File: src/rtl/icyc_pkg.sv
`timescale 1ns/1ps
package icyc_pkg;
  localparam int OPC_W = 4;

  typedef enum logic [3:0] {
    SQ_FETCH,
    SQ_FWAIT,
    SQ_DECODE,
    SQ_IWAIT,
    SQ_EXEC,
    SQ_EWAIT,
    SQ_ICHK,
    SQ_ISAVE,
    SQ_IWRT,
    SQ_HALT
  } sq_state_e;

  typedef enum logic [OPC_W-1:0] {
    OP_NOP   = 4'h0,
    OP_LOAD  = 4'h1,
    OP_STORE = 4'h2,
    OP_ADD   = 4'h3,
    OP_JMP   = 4'h4,
    OP_JZ    = 4'h5,
    OP_EI    = 4'h6,
    OP_HALT  = 4'hF
  } opcode_e;

  typedef struct packed {
    logic sup;
    logic ie;
    logic ovf;
    logic neg;
    logic cry;
    logic zer;
  } status_t;

  localparam int STAT_W = $bits(status_t);

  // Opcodes that carry a memory address field
  function automatic logic uses_operand(input logic [OPC_W-1:0] op);
    return (op == OP_LOAD) || (op == OP_STORE) || (op == OP_ADD) ||
           (op == OP_JMP)  || (op == OP_JZ);
  endfunction
endpackage

File: src/rtl/icyc_alu.sv
`timescale 1ns/1ps
module icyc_alu #(
  parameter int DATA_W = 16
) (
  input  logic [DATA_W-1:0] acc_i,
  input  logic [DATA_W-1:0] opnd_i,
  output logic [DATA_W-1:0] sum_o,
  output logic              zer_o,
  output logic              cry_o,
  output logic              neg_o,
  output logic              ovf_o
);
  logic [DATA_W:0] wide;

  always_comb begin
    wide  = {1'b0, acc_i} + {1'b0, opnd_i};
    sum_o = wide[DATA_W-1:0];
    zer_o = (wide[DATA_W-1:0] == '0);
    cry_o = wide[DATA_W];
    neg_o = wide[DATA_W-1];
    ovf_o = (acc_i[DATA_W-1] == opnd_i[DATA_W-1]) &&
            (wide[DATA_W-1] != acc_i[DATA_W-1]);
  end
endmodule

File: src/rtl/icyc_ctrl.sv
`timescale 1ns/1ps
module icyc_ctrl
  import icyc_pkg::*;
(
  input  logic             clk,
  input  logic             rst,
  input  logic [OPC_W-1:0] fetched_op,
  input  logic             fetched_ind,
  input  logic [OPC_W-1:0] exec_op,
  input  logic             mem_ready,
  input  logic             int_en,
  input  logic             irq,
  output sq_state_e        state_q,
  output sq_state_e        state_d
);
  always_comb begin
    state_d = state_q;
    case (state_q)
      SQ_FETCH:  state_d = SQ_FWAIT;
      SQ_FWAIT:  if (mem_ready) state_d = SQ_DECODE;
      SQ_DECODE: state_d = (fetched_ind && uses_operand(fetched_op)) ? SQ_IWAIT : SQ_EXEC;
      SQ_IWAIT:  if (mem_ready) state_d = SQ_EXEC;
      SQ_EXEC: begin
        case (exec_op)
          OP_LOAD, OP_STORE, OP_ADD: state_d = SQ_EWAIT;
          OP_HALT:                   state_d = SQ_HALT;
          default:                   state_d = SQ_ICHK;
        endcase
      end
      SQ_EWAIT:  if (mem_ready) state_d = SQ_ICHK;
      SQ_ICHK:   state_d = (int_en && irq) ? SQ_ISAVE : SQ_FETCH;
      SQ_ISAVE:  state_d = SQ_IWRT;
      SQ_IWRT:   if (mem_ready) state_d = SQ_FETCH;
      SQ_HALT:   state_d = SQ_HALT;
      default:   state_d = SQ_FETCH;
    endcase
  end

  always_ff @(posedge clk) begin
    if (rst) state_q <= SQ_FETCH;
    else     state_q <= state_d;
  end
endmodule

File: src/rtl/icyc_memreq.sv
`timescale 1ns/1ps
module icyc_memreq (
  input  logic clk,
  input  logic rst,
  input  logic start_rd,
  input  logic start_wr,
  input  logic mem_ready,
  output logic rd_q,
  output logic wr_q
);
  always_ff @(posedge clk) begin
    if (rst) begin
      rd_q <= 1'b0;
      wr_q <= 1'b0;
    end else if ((rd_q || wr_q) && mem_ready) begin
      rd_q <= 1'b0;
      wr_q <= 1'b0;
    end else if (start_rd) begin
      rd_q <= 1'b1;
    end else if (start_wr) begin
      wr_q <= 1'b1;
    end
  end
endmodule

File: src/rtl/icyc_sequencer.sv
`timescale 1ns/1ps
module icyc_sequencer
  import icyc_pkg::*;
#(
  parameter int DATA_W       = 16,
  parameter int ADDR_W       = 11,
  parameter int SAVE_ADDR    = 2040,
  parameter int HANDLER_ADDR = 64
) (
  input  logic              clk,
  input  logic              rst,
  input  logic              irq,
  output logic [ADDR_W-1:0] mem_addr,
  output logic [DATA_W-1:0] mem_wdata,
  input  logic [DATA_W-1:0] mem_rdata,
  output logic              mem_rd,
  output logic              mem_wr,
  input  logic              mem_ready,
  output logic [STAT_W-1:0] status,
  output logic              halted
);
  localparam int IND_BIT = ADDR_W;
  localparam int OPC_MSB = DATA_W - 1;
  localparam int PAD_W   = DATA_W - ADDR_W;
  localparam logic [ADDR_W-1:0] SAVE_A = ADDR_W'(SAVE_ADDR);
  localparam logic [ADDR_W-1:0] HAND_A = ADDR_W'(HANDLER_ADDR);

  logic [ADDR_W-1:0] pc, mar;
  logic [DATA_W-1:0] ir, mbr, acc;
  status_t           st;
  logic              halted_q;

  sq_state_e         state_q, state_d;
  logic [OPC_W-1:0]  fetched_op, exec_op;
  logic              fetched_ind;
  logic              start_rd, start_wr;
  logic              rd_q, wr_q;

  logic [DATA_W-1:0] alu_sum;
  logic              alu_zer, alu_cry, alu_neg, alu_ovf;
  logic              unused_ir;

  assign fetched_op  = mbr[OPC_MSB -: OPC_W];
  assign fetched_ind = mbr[IND_BIT];
  assign exec_op     = ir[OPC_MSB -: OPC_W];
  assign unused_ir   = ^ir[IND_BIT:0];

  icyc_ctrl u_ctrl (
    .clk        (clk),
    .rst        (rst),
    .fetched_op (fetched_op),
    .fetched_ind(fetched_ind),
    .exec_op    (exec_op),
    .mem_ready  (mem_ready),
    .int_en     (st.ie),
    .irq        (irq),
    .state_q    (state_q),
    .state_d    (state_d)
  );

  icyc_alu #(.DATA_W(DATA_W)) u_alu (
    .acc_i (acc),
    .opnd_i(mem_rdata),
    .sum_o (alu_sum),
    .zer_o (alu_zer),
    .cry_o (alu_cry),
    .neg_o (alu_neg),
    .ovf_o (alu_ovf)
  );

  // Request starts: fetch, indirect pointer read, operand read/write, PC save
  always_comb begin
    start_rd = (state_q == SQ_FETCH) ||
               (state_q == SQ_DECODE && state_d == SQ_IWAIT) ||
               (state_q == SQ_EXEC && (exec_op == OP_LOAD || exec_op == OP_ADD));
    start_wr = (state_q == SQ_EXEC && exec_op == OP_STORE) ||
               (state_q == SQ_ISAVE);
  end

  icyc_memreq u_memreq (
    .clk      (clk),
    .rst      (rst),
    .start_rd (start_rd),
    .start_wr (start_wr),
    .mem_ready(mem_ready),
    .rd_q     (rd_q),
    .wr_q     (wr_q)
  );

  always_ff @(posedge clk) begin
    if (rst) begin
      pc       <= '0;
      mar      <= '0;
      ir       <= '0;
      mbr      <= '0;
      acc      <= '0;
      st       <= '0;
      halted_q <= 1'b0;
    end else begin
      halted_q <= (state_d == SQ_HALT);
      case (state_q)
        SQ_FETCH: mar <= pc;
        SQ_FWAIT: begin
          if (mem_ready) begin
            mbr <= mem_rdata;
            pc  <= pc + 1'b1;
          end
        end
        SQ_DECODE: begin
          ir  <= mbr;
          mar <= mbr[ADDR_W-1:0];
        end
        SQ_IWAIT: begin
          if (mem_ready) begin
            mbr <= mem_rdata;
            mar <= mem_rdata[ADDR_W-1:0];
          end
        end
        SQ_EXEC: begin
          case (exec_op)
            OP_STORE: mbr <= acc;
            OP_JMP:   pc <= mar;
            OP_JZ:    if (st.zer) pc <= mar;
            OP_EI:    st.ie <= 1'b1;
            default:  ;
          endcase
        end
        SQ_EWAIT: begin
          if (mem_ready && exec_op != OP_STORE) begin
            mbr <= mem_rdata;
            if (exec_op == OP_ADD) begin
              acc    <= alu_sum;
              st.zer <= alu_zer;
              st.cry <= alu_cry;
              st.neg <= alu_neg;
              st.ovf <= alu_ovf;
            end else begin
              acc <= mem_rdata;
            end
          end
        end
        SQ_ISAVE: begin
          mbr    <= {{PAD_W{1'b0}}, pc};
          mar    <= SAVE_A;
          st.ie  <= 1'b0;
          st.sup <= 1'b1;
        end
        SQ_IWRT: if (mem_ready) pc <= HAND_A;
        default: ;
      endcase
    end
  end

  assign mem_addr  = mar;
  assign mem_wdata = mbr;
  assign mem_rd    = rd_q;
  assign mem_wr    = wr_q;
  assign status    = st;
  assign halted    = halted_q;
endmodule

File: config.mk
export PLATFORM = sky130hd
export DESIGN_NAME = icyc_sequencer
export DESIGN_NICKNAME = d
export VERILOG_FILES = /design/src/rtl/icyc_pkg.sv /design/src/rtl/icyc_alu.sv /design/src/rtl/icyc_ctrl.sv /design/src/rtl/icyc_memreq.sv /design/src/rtl/icyc_sequencer.sv
export SDC_FILE = /design/constraint.sdc
export NUM_CORES = 1
export LEC_CHECK = 0
export BUFFER_PORTS_ARGS = -buffer_cell sky130_fd_sc_hd__buf_4
export CAP_MARGIN = 10
export CORE_ASPECT_RATIO = 2
export CORE_MARGIN = 2
export CORE_UTILIZATION = 48
export CTS_CLUSTER_SIZE = 20
export DETAILED_ROUTE_END_ITERATION = 10
export PLACE_DENSITY = 0.71
export SKIP_CTS_REPAIR_TIMING = 1
export SYNTH_ARGS = -nofsm -noshare
export SYNTH_HDL_FRONTEND = slang
export SYNTH_SLANG_ARGS = --single-unit
File: constraint.sdc
create_clock -name clk -period 6.1 [get_ports clk]
set_input_delay 0.305 -clock clk [delete_from_list [all_inputs] [get_ports clk]]
set_output_delay 0.305 -clock clk [all_outputs]
set_load 0.02 [all_outputs]
==> flow_summary_export.csv <==
group,metric,value,unit
status,status,"finished clean",
flow_run,maxCapViolations,0,
die,die_area,10400,sq um
clock_tree,clock-root-buffer,"sky130_fd_sc_hd__clkbuf_16",
worst_setup_path,reg2reg_from,"u_ctrl.state_q[2]$_SDFF_PP0_",
worst_setup_path,crit_path_end_kind,"flop",
sta,max_slew.worst_pin.slew,1.12,ns
placed_design,hpwlAfterDp,9.67,mm
logic_synthesis,yosys.area_share.xor_xnor,2.11,%
clock_tree,max-clock-path-buffers,2,
logic_synthesis,yosys-mux-area-fraction,3.06,%
die,die_y,142,um
grt,gr-total-overflow,0,
logic_synthesis,netlist.area_leader.share,31.1,%
logic_synthesis,largest_family_of_logic_cells_by_synthesized_area,"compound AO/OA/AOI/OAI gates",
grt,number_of_global_route_vias_before_repair,4380,
worst_hold_path,worstHoldPathType,"input port to flop",
logic_synthesis,synthFlopType,"sky130_fd_sc_hd__dfxtp_1",
grt,overall_fraction_of_global_route_tracks_in_use,25.7,%
final_layout,drive_gt1_share,16.2,%
logic_synthesis,synth_area,4570,sq um
clock_tree,htree_levels,3,
logic_synthesis,syn_nets,627,
sta,setup_violations,0,
power,finalPower,0.00134,W
logic_synthesis,syn-instance-count,589,
worst_setup_path,timing.critical_path.arrival,2.96,ns
sta,period_share,45.4,%
route,drt_iter0_drc,337,
route,remaining_drc_errors,0,
logic_synthesis,avgSynthCellArea,7.77,sq um
power,leak_pwr,2.09,nW
die,floorplan.initialDensity,49.1,%
worst_setup_path,crit_required,6.29,ns
grt,largest_net_degree_at_the_start_of_global_routing,63,
worst_setup_path,worst-setup-path-type,"flop to flop",
worst_setup_path,start_point_of_the_critical_path,"u_ctrl.state_q[2]$_SDFF_PP0_",
grt,first_pass_grt_wire_length,21.1,mm
logic_synthesis,synth-compound-area-share,31.0,%
route,detail_route.first_pass.iterations,5,
sta,setup_tns,0,ns
final_layout,area_growth,16.0,%
final_layout,fillCellCount,884,
clock_tree,clock_transition_time_at_the_flip_flop_clock_pins_of_the_worst_setup_and_hold_paths,0.05,ns
die,number_of_standard_cell_rows_in_the_floorplan,50,
route,antenna_left,0,
worst_setup_path,timing.critical_path.from_type,"flop",
sta,timing.clock.skew,0.00739,ns
power,max-vdd-ir-drop,133,uV
logic_synthesis,synth.yosys.seq_area_share,31.1,%
grt,antenna_found_initial,0,
logic_synthesis,synth_enable_flop_cells,0,
placed_design,routabilityCongestion,0.909,
sta,max_slew_margin,24.7,%
final_layout,antenna-diode-count,0,
clock_tree,clk-insertion-delay-late,0.33,ns
placed_design,port_buffers,55,
sta,final-hold-violation-count,0,
clock_tree,tritoncts,"yes",
logic_synthesis,synth_cell_types,75,
clock_tree,clock-sinks,71,
route,routed_via_density,6.28,
route,detail_route.wl_per_cell,18.0,um
worst_hold_path,hold_start,"mem_rdata[12]",
logic_synthesis,ys_async_sr_fraction,0,%
route,routed_wl,13.1,mm
logic_synthesis,synth_simple_gate_area_share,22.5,%
power,pwr_density_cell,252,nW/um^2
sta,final_critical_delay_including_setup_and_external_delays,2.77,ns
logic_synthesis,synth.largest_area_cell,"sky130_fd_sc_hd__dfxtp_1",
clock_tree,numCtsBuffers,9,
logic_synthesis,ys_warn_count,0,
logic_synthesis,ys_top_cells_by_area,"sky130_fd_sc_hd__dfxtp_1 (31%), sky130_fd_sc_hd__nor2_1 (6.4%), sky130_fd_sc_hd__nand2_1 (5.4%), sky130_fd_sc_hd__a21oi_1 (4.9%), sky130_fd_sc_hd__ha_1 (4.6%)",
logic_synthesis,adder_cell_fraction_of_synth_area,5.09,%
sta,clock.fmax,361,MHz
worst_setup_path,max_stage_delay,0.70,ns
die,dieWidth,73.0,um
final_layout,fin_nets,655,
die,core_area,9320,sq um
final_layout,final_non_filler_cell_area,5310,sq um
worst_setup_path,crit_path_max_fanout,22,
sta,slew_violations,0,
logic_synthesis,ys_seq_elements,71,
route,route.vias.total,4559,
worst_setup_path,crit_chain,"nor2b_2 -> o21ai_1 -> or4b_1 -> a21oi_2 -> a21bo_2 -> a22oi_1 -> nor2_1",
die,boundary_pins,56,
placed_design,detailed_place.area,4970,sq um
worst_setup_path,cpMaxStageDelayCell,"sky130_fd_sc_hd__a21oi_2",
sta,unrepaired_setup_endpoints_after_global_routing,"no",
## layout by cell type (no fill, tap or decap), drive strengths merged, types with 5 or more instances in the layout
cell type	count
o31ai	5
a21oi	46
a211oi	16
a22oi	22
nor2	78
buf	60
clkbuf	10
mux2i	5
nand2b	7
and3	11
xnor2	6
xor2	5
nand2	66
a311oi	15
ha	17
inv	15
o221ai	11
mux2	8
nand4	5
o21ai	36
nor3	19
dfxtp	71
nand3	13
o211ai	7
## state kept, by name (all words and copies together) (netlist names)
name / flops
acc: 16
ir: 4
u_ctrl.state_q: 4
u_memreq.rd_q: 1
pc: 11
halted: 1
status: 6
mem_addr: 11
u_memreq.wr_q: 1
mem_wdata: 16
## worst max-delay path, delay by kind of cell, from the launching register on
kind / cells / cell delay, ns
AOI/OAI and AO/OA: 4 / 1.22
and+or+nand+nor: 3 / 0.87
DFF: 1 / 0.54
## power breakdown
part           switching [W]  internal (W)  total (W)
Combinational       0.000182      0.000120   0.000302
Sequential         0.0000315      0.000493   0.000524
Clock               0.000196      0.000315   0.000510
## logic make-up (layout without fill, tap and decap cells)
family	after synthesis	in the layout
DFF	71	71
xor gates and xnor gates	11	11
buffers and inverters	58	91
adders and majority gates	18	18
AOI/OAI and AO/OA	198	198
and+or+nand+nor	220	220
muxes	13	13
## layout make-up
| class | instances | area [sq um] | share of cell area (%) |
|---|---|---|---|
| flip-flops and latches | 71 | 1420 | 26.8 |
| inverters | 15 | 56.3 | 1.06 |
| repair buffers | 60 | 478 | 9.01 |
| clock inverters | 6 | 61.3 | 1.16 |
| clock buffers | 10 | 229 | 4.31 |
| multi-input cells | 460 | 2930 | 55.2 |
| well taps | 104 | 130 | 2.45 |
## per-stage QoR
step                util, %  setup slack [ns]  hold WS (ns)  std cells
floorplan                 -              3.74         0.448        589
global placement       53.4              3.37         0.446        708
detailed placement     53.4              3.31         0.448        708
CTS                    56.5              3.31         0.267        724
global route           56.9              3.13         0.280        726
finish                 56.9              3.33         0.275        726
## cell usage after synthesis (all sizes together), types with 6 or more instances
cell type	count
xnor2	6
a21oi	46
a311oi	15
nand2b	7
a211oi	16
nor2	78
a22oi	22
nor3	19
buf	13
ha	17
o221ai	11
inv	15
and3	11
nand3	13
o21ai	36
dfxtp	71
mux2	8
nand2	66
o211ai	7
clkbuf	30
## routing by layer
metal	up-vias	global-route usage, %	wire length (um)
met3	34	3.26	507
met1	2131	28.8	5140
met4	0	13.3	480
li1	2245	-	-
met5	-	0	0
met2	149	45.8	6960
## final timing paths
| check | endpoint | slack [ns] | cells past startpoint |
|---|---|---|---|
| worst min register to register | status[1]$_SDFFE_PP0P_ | 0.46 | 2 |
| worst max-delay path | pc[10]$_SDFFE_PP0P_ | 3.33 | 7 |
| worst max register to register | pc[10]$_SDFFE_PP0P_ | 3.33 | 7 |
| worst min-delay path | acc[12]$_SDFFE_PP0P_ | 0.27 | 3 |
(Power assumes the default switching activity.)
